**config.mk**
```make
export PLATFORM = sky130hd
export DESIGN_NAME = ifc_ctrl
export DESIGN_NICKNAME = d
export VERILOG_FILES = /design/src/rtl/ifc_pkg.sv /design/src/rtl/ifc_decode.sv /design/src/rtl/ifc_flag_bank.sv /design/src/rtl/ifc_enable_bank.sv /design/src/rtl/ifc_irq_out.sv /design/src/rtl/ifc_ctrl.sv
export SDC_FILE = /design/constraint.sdc
export NUM_CORES = 1
export LEC_CHECK = 0
export ABC_AREA = 0
export BUFFER_PORTS_ARGS = -buffer_cell sky130_fd_sc_hd__buf_2
export CAP_MARGIN = 25
export CORE_UTILIZATION = 50
export CTS_BUF_LIST = sky130_fd_sc_hd__clkbuf_4 sky130_fd_sc_hd__clkbuf_8
export CTS_CLUSTER_DIAMETER = 40
export DETAILED_ROUTE_END_ITERATION = 10
export PLACE_DENSITY = 0.82
export SETUP_SLACK_MARGIN = 0.15
export SLEW_MARGIN = 15
export SYNTH_ARGS = -nofsm -noshare
export SYNTH_HDL_FRONTEND = slang
export SYNTH_SLANG_ARGS = --single-unit
```
**constraint.sdc**
```tcl
create_clock -name clk -period 2.1 [get_ports clk]
set_clock_uncertainty 0.2 [all_clocks]
set_input_delay 0.21 -clock clk [delete_from_list [all_inputs] [get_ports clk]]
set_output_delay 0.21 -clock clk [all_outputs]
set_load 0.05 [all_outputs]
```
**src/rtl/ifc_pkg.sv**
```systemverilog
package ifc_pkg;
  // Decoded access for one cycle of the register port.
  typedef struct packed {
    logic wr_flag;
    logic wr_ena;
    logic rd_flag;
    logic rd_ena;
  } ifc_access_t;
endpackage

```
**src/rtl/ifc_decode.sv**
```systemverilog
module ifc_decode
  import ifc_pkg::*;
#(
  parameter int SEL_W    = 4,
  parameter int FLAG_SEL = 13,
  parameter int ENA_SEL  = 14
) (
  input  logic [SEL_W-1:0] reg_sel,
  input  logic             rd_en,
  input  logic             wr_en,
  output ifc_access_t      acc
);
  localparam logic [SEL_W-1:0] FlagSelV = SEL_W'(FLAG_SEL);
  localparam logic [SEL_W-1:0] EnaSelV  = SEL_W'(ENA_SEL);

  always_comb begin
    acc.wr_flag = wr_en && (reg_sel == FlagSelV);
    acc.wr_ena  = wr_en && (reg_sel == EnaSelV);
    acc.rd_flag = rd_en && (reg_sel == FlagSelV);
    acc.rd_ena  = rd_en && (reg_sel == EnaSelV);
  end
endmodule

```
**src/rtl/ifc_flag_bank.sv**
```systemverilog
module ifc_flag_bank #(
  parameter int SRC_W = 7
) (
  input  logic             clk,
  input  logic             rst,
  input  logic [SRC_W-1:0] set_pulse,
  input  logic             clr_en,
  input  logic [SRC_W-1:0] clr_bits,
  output logic [SRC_W-1:0] flags
);
  logic [SRC_W-1:0] flags_nxt;

  // Per-bit update: a hardware set pulse takes priority over a software clear.
  for (genvar g = 0; g < SRC_W; g++) begin : g_bit
    always_comb begin
      if (set_pulse[g])                flags_nxt[g] = 1'b1;
      else if (clr_en && clr_bits[g])  flags_nxt[g] = 1'b0;
      else                             flags_nxt[g] = flags[g];
    end
  end

  always_ff @(posedge clk) begin
    if (rst) flags <= '0;
    else     flags <= flags_nxt;
  end
endmodule

```
**src/rtl/ifc_enable_bank.sv**
```systemverilog
module ifc_enable_bank #(
  parameter int SRC_W = 7
) (
  input  logic             clk,
  input  logic             rst,
  input  logic             wr,
  input  logic             set_mode,
  input  logic [SRC_W-1:0] bits,
  output logic [SRC_W-1:0] ena
);
  always_ff @(posedge clk) begin
    if (rst)           ena <= '0;
    else if (wr) begin
      if (set_mode)    ena <= ena | bits;
      else             ena <= ena & ~bits;
    end
  end
endmodule

```
**src/rtl/ifc_irq_out.sv**
```systemverilog
module ifc_irq_out #(
  parameter int               SRC_W    = 7,
  parameter logic [SRC_W-1:0] IRQ_MASK = 7'b100_0100
) (
  input  logic             clk,
  input  logic             rst,
  input  logic [SRC_W-1:0] flags,
  input  logic [SRC_W-1:0] ena,
  output logic             any_pending,
  output logic             irq
);
  logic [SRC_W-1:0] live;

  always_comb begin
    live        = flags & ena;
    any_pending = |live;
  end

  always_ff @(posedge clk) begin
    if (rst) irq <= 1'b0;
    else     irq <= |(live & IRQ_MASK);
  end
endmodule

```
**src/rtl/ifc_ctrl.sv**
```systemverilog
module ifc_ctrl
  import ifc_pkg::*;
#(
  parameter int               SRC_W    = 7,
  parameter int               SEL_W    = 4,
  parameter int               FLAG_SEL = 13,
  parameter int               ENA_SEL  = 14,
  parameter logic [SRC_W-1:0] IRQ_MASK = 7'b100_0100,
  localparam int              DATA_W   = SRC_W + 1
) (
  input  logic              clk,
  input  logic              rst,
  input  logic [SRC_W-1:0]  src_set,
  input  logic [SEL_W-1:0]  reg_sel,
  input  logic              rd_en,
  input  logic              wr_en,
  input  logic [DATA_W-1:0] wr_data,
  output logic [DATA_W-1:0] rd_data,
  output logic              irq
);
  ifc_access_t      acc;
  logic [SRC_W-1:0] flag_q;
  logic [SRC_W-1:0] ena_q;
  logic             pending;

  ifc_decode #(
    .SEL_W(SEL_W), .FLAG_SEL(FLAG_SEL), .ENA_SEL(ENA_SEL)
  ) u_dec (
    .reg_sel(reg_sel), .rd_en(rd_en), .wr_en(wr_en), .acc(acc)
  );

  ifc_flag_bank #(.SRC_W(SRC_W)) u_flags (
    .clk(clk), .rst(rst), .set_pulse(src_set),
    .clr_en(acc.wr_flag), .clr_bits(wr_data[SRC_W-1:0]),
    .flags(flag_q)
  );

  ifc_enable_bank #(.SRC_W(SRC_W)) u_ena (
    .clk(clk), .rst(rst), .wr(acc.wr_ena),
    .set_mode(wr_data[DATA_W-1]), .bits(wr_data[SRC_W-1:0]),
    .ena(ena_q)
  );

  ifc_irq_out #(.SRC_W(SRC_W), .IRQ_MASK(IRQ_MASK)) u_irq (
    .clk(clk), .rst(rst), .flags(flag_q), .ena(ena_q),
    .any_pending(pending), .irq(irq)
  );

  // Registered read port: data appears the cycle after the strobe.
  always_ff @(posedge clk) begin
    if (rst)              rd_data <= '0;
    else if (rd_en) begin
      if (acc.rd_flag)    rd_data <= {pending, flag_q};
      else if (acc.rd_ena) rd_data <= {1'b1, ena_q};
      else                rd_data <= '0;
    end
  end
endmodule

```
==> results_dict.tcl <==
set metrics [dict create \
    num_vias 984 \
    cts_tree "yes" \
    die_h_microns 47.9 \
    initial_utilization 0.532 \
    fin_crit_ns 1.34 \
    synth_top_area_cell "dfxtp_1" \
    reg2reg_from "u_flags.flags[1]" \
    grt_pass1_wl_microns 3720 \
    ant_nets 0 \
    clock_latency_ns 0.31 \
    crit_buf_inv 1 \
    fin_crit_sh 0.638 \
    synthMuxAreaShare 0.0664 \
    synth_top_family_by_area "compound AO/OA/AOI/OAI gates" \
    synth_top_area_share 0.437 \
    rrSetupSlack_ns 0.86 \
    relSlewSlack 0.651 \
    hold_path_end "rd_data[6]" \
    core_area_sq_um 1980 \
    synth_compound_area_frac 0.236 \
    rr_worst_depth 3 \
    rows 16 \
    cts_inserted_buffers 3 \
    ys.flop_type "dfxtp_1" \
    finalMaxSlewViolations 0 \
    power_density_nw_per_um2 572 \
    stdcell_area_sq_um 1340 \
    globalplace.congestion 0.763 \
    root_buffer "clkbuf_4" \
    crit_arrival_ns 0.93 \
    placed_area_sq_um 1170 \
    cp-start-kind "flip-flop" \
    final-setup-viol-count 0 \
    grt_pass1_vias 867 \
    via_per_inst 5.59 \
    synthSimpleGateAreaFrac 0.165 \
    setup-tns-final_ns 0 \
    r2r-end "rd_data[7]" \
    grt_start_max_net_pins 26 \
    synthMostInstantiatedCell "dfxtp_1" \
    synth_adder_area_share 0 \
    track_usage 0.233 \
    synth.cell_area_sq_um 1050 \
    synth_area_leaders "dfxtp_1 (44%), mux2i_1 (6.6%), nand3_1 (6.6%)" \
    dp_hpwl_microns 1560 \
    cpMaxStageDelayCell "dfxtp_1" \
    yosysWarnings 0 \
    clock.fmax_ghz 0.746 \
    crit_start "rd_data[2]" \
    clkSinkCount 23 \
    endpoint_kind "output port" \
    final_util 0.676 \
    path_class "reg -> out" \
    path_cells "buf_2" \
    cts_max_level 1 \
    cp_slowest_stage_delay_ns 0.36 \
    drt-total-wl_microns 2390 \
    drive_gt1_frac 0.282 \
    crit_required_ns 1.69 \
    antenna_found_initial 0 \
    gr-total-overflow 0 \
    drt_iter0_drc 31 \
    rsz0062_at_grt "false" \
    synth_edf_count 0 \
    clockBufferDepth 2 \
    first_pass_iters 4 \
    synth_fp_nets 131 \
    synthXorXnorAreaFrac 0 \
    ios 32 \
    outcome "completed" \
    drcViolationCount 0 \
    hold_violations 0 \
    portBuffers 31 \
    cp_top_family "flip-flops" \
    wl_per_cell_microns 13.6 \
    die_area_sq_um 2300 \
    async_reset_ff_frac 0 \
    ir_drop_v 0.000342 \
    fp.dieW_microns 47.9 \
    synth.yosys.seq_area_share 0.437 \
    hp-class "in -> reg" \
    syn_avg_cell_area_sq_um 9.77 \
    min_delay_path_depth 2 \
    cp_max_fo 2 \
    clk_pin_slew_ns 0.12 \
    cts_resized 0 \
    fin_ws_ns 0.760 \
    ys_ff_latch 23 \
    postSynthCellCount 108 \
    max-cap-violations 0 \
    holdCritStartpoint "rst" \
    nets 173 \
    dp_slack_ns 0.654 \
    netlist-cell-type-count 21 \
    p_leak_nw 0.600 \
    area_growth_pct 27.0 \
    antenna_cells 0 \
    netlist_top_cells_count "dfxtp_1 (23), nand3_1 (14), inv_1 (8), nand2b_1 (8)" \
    max_slew.worst_pin.slew_ns 0.523 \
]
power breakdown:
part | switching [mW] | internal, mW
clock | 0.130 | 0.0711
sequential | 0.0105 | 0.448
combinational | 0.0508 | 0.0564
total | 0.191 | 0.576
through the flow:
stage | power [mW] | hold slack [ns] | instances
global route | 0.805 | 0.0959 | 176
global placement | 0.551 | 0.229 | 158
CTS | 0.769 | 0.00898 | 175
detailed placement | 0.554 | 0.236 | 158
floorplan | 0.526 | 0.143 | 108
finish | 0.767 | 0.0928 | 176
cell usage in the layout (no fill, tap or decap):
cell type and count:
a21oi_1 7, a222oi_1 1, a22oi_1 3, a31oi_1 7, a32oi_1 7, and2b_4 1
and3_1 3, buf_2 31, clkbuf_4 3, clkinv_2 1, dfxtp_1 23, dlygate4sd3_1 14
inv_1 8, mux2i_1 7, nand2b_1 8, nand3_1 14, nand3b_1 1, nor2_1 1
nor2b_4 1, o21ba_1 2, o21ba_2 5, o22ai_1 1
per-layer routing:
layer,track usage,part of all wire
met1,0.288,0.44
met2,0.392,0.51
met3,0.0377,0.049
met4,0.111,0.0059
met5,0,0
final cells by class:
class,instances,area (sq um)
repair buffers,45,295
flip-flops and latches,23,460
fillers,155,642
well taps,27,33.8
multi-input cells,69,493
clock buffers,3,22.5
clock inverters,1,5.00
inverters,8,30.0
cell families after synthesis:
family                 after synthesis
multiplexers                         7
flip-flops                          23
AND/OR/NAND/NOR                     29
AO/OA/AOI/OAI                       33
buffers and inverters               16
worst max-delay path by stage:
stage                       end  slack [ns]  cells past startpoint
2_1_floorplan        rd_data[3]        0.90                      5
3_3_place_gp   u_flags.flags[1]        0.70                      4
3_5_place_dp   u_flags.flags[5]        0.65                      4
4_1_cts              rd_data[4]        0.75                      1
5_1_grt              rd_data[7]        0.69                      1
6_report             rd_data[2]        0.76                      1
timing repair:
action | CTS | global route
hold buffers | 13 | 1
setup buffers | 0 | 0
hold endpoints to repair | 13 | 1
No activity file was read; power rests on OpenSTA's default activity.
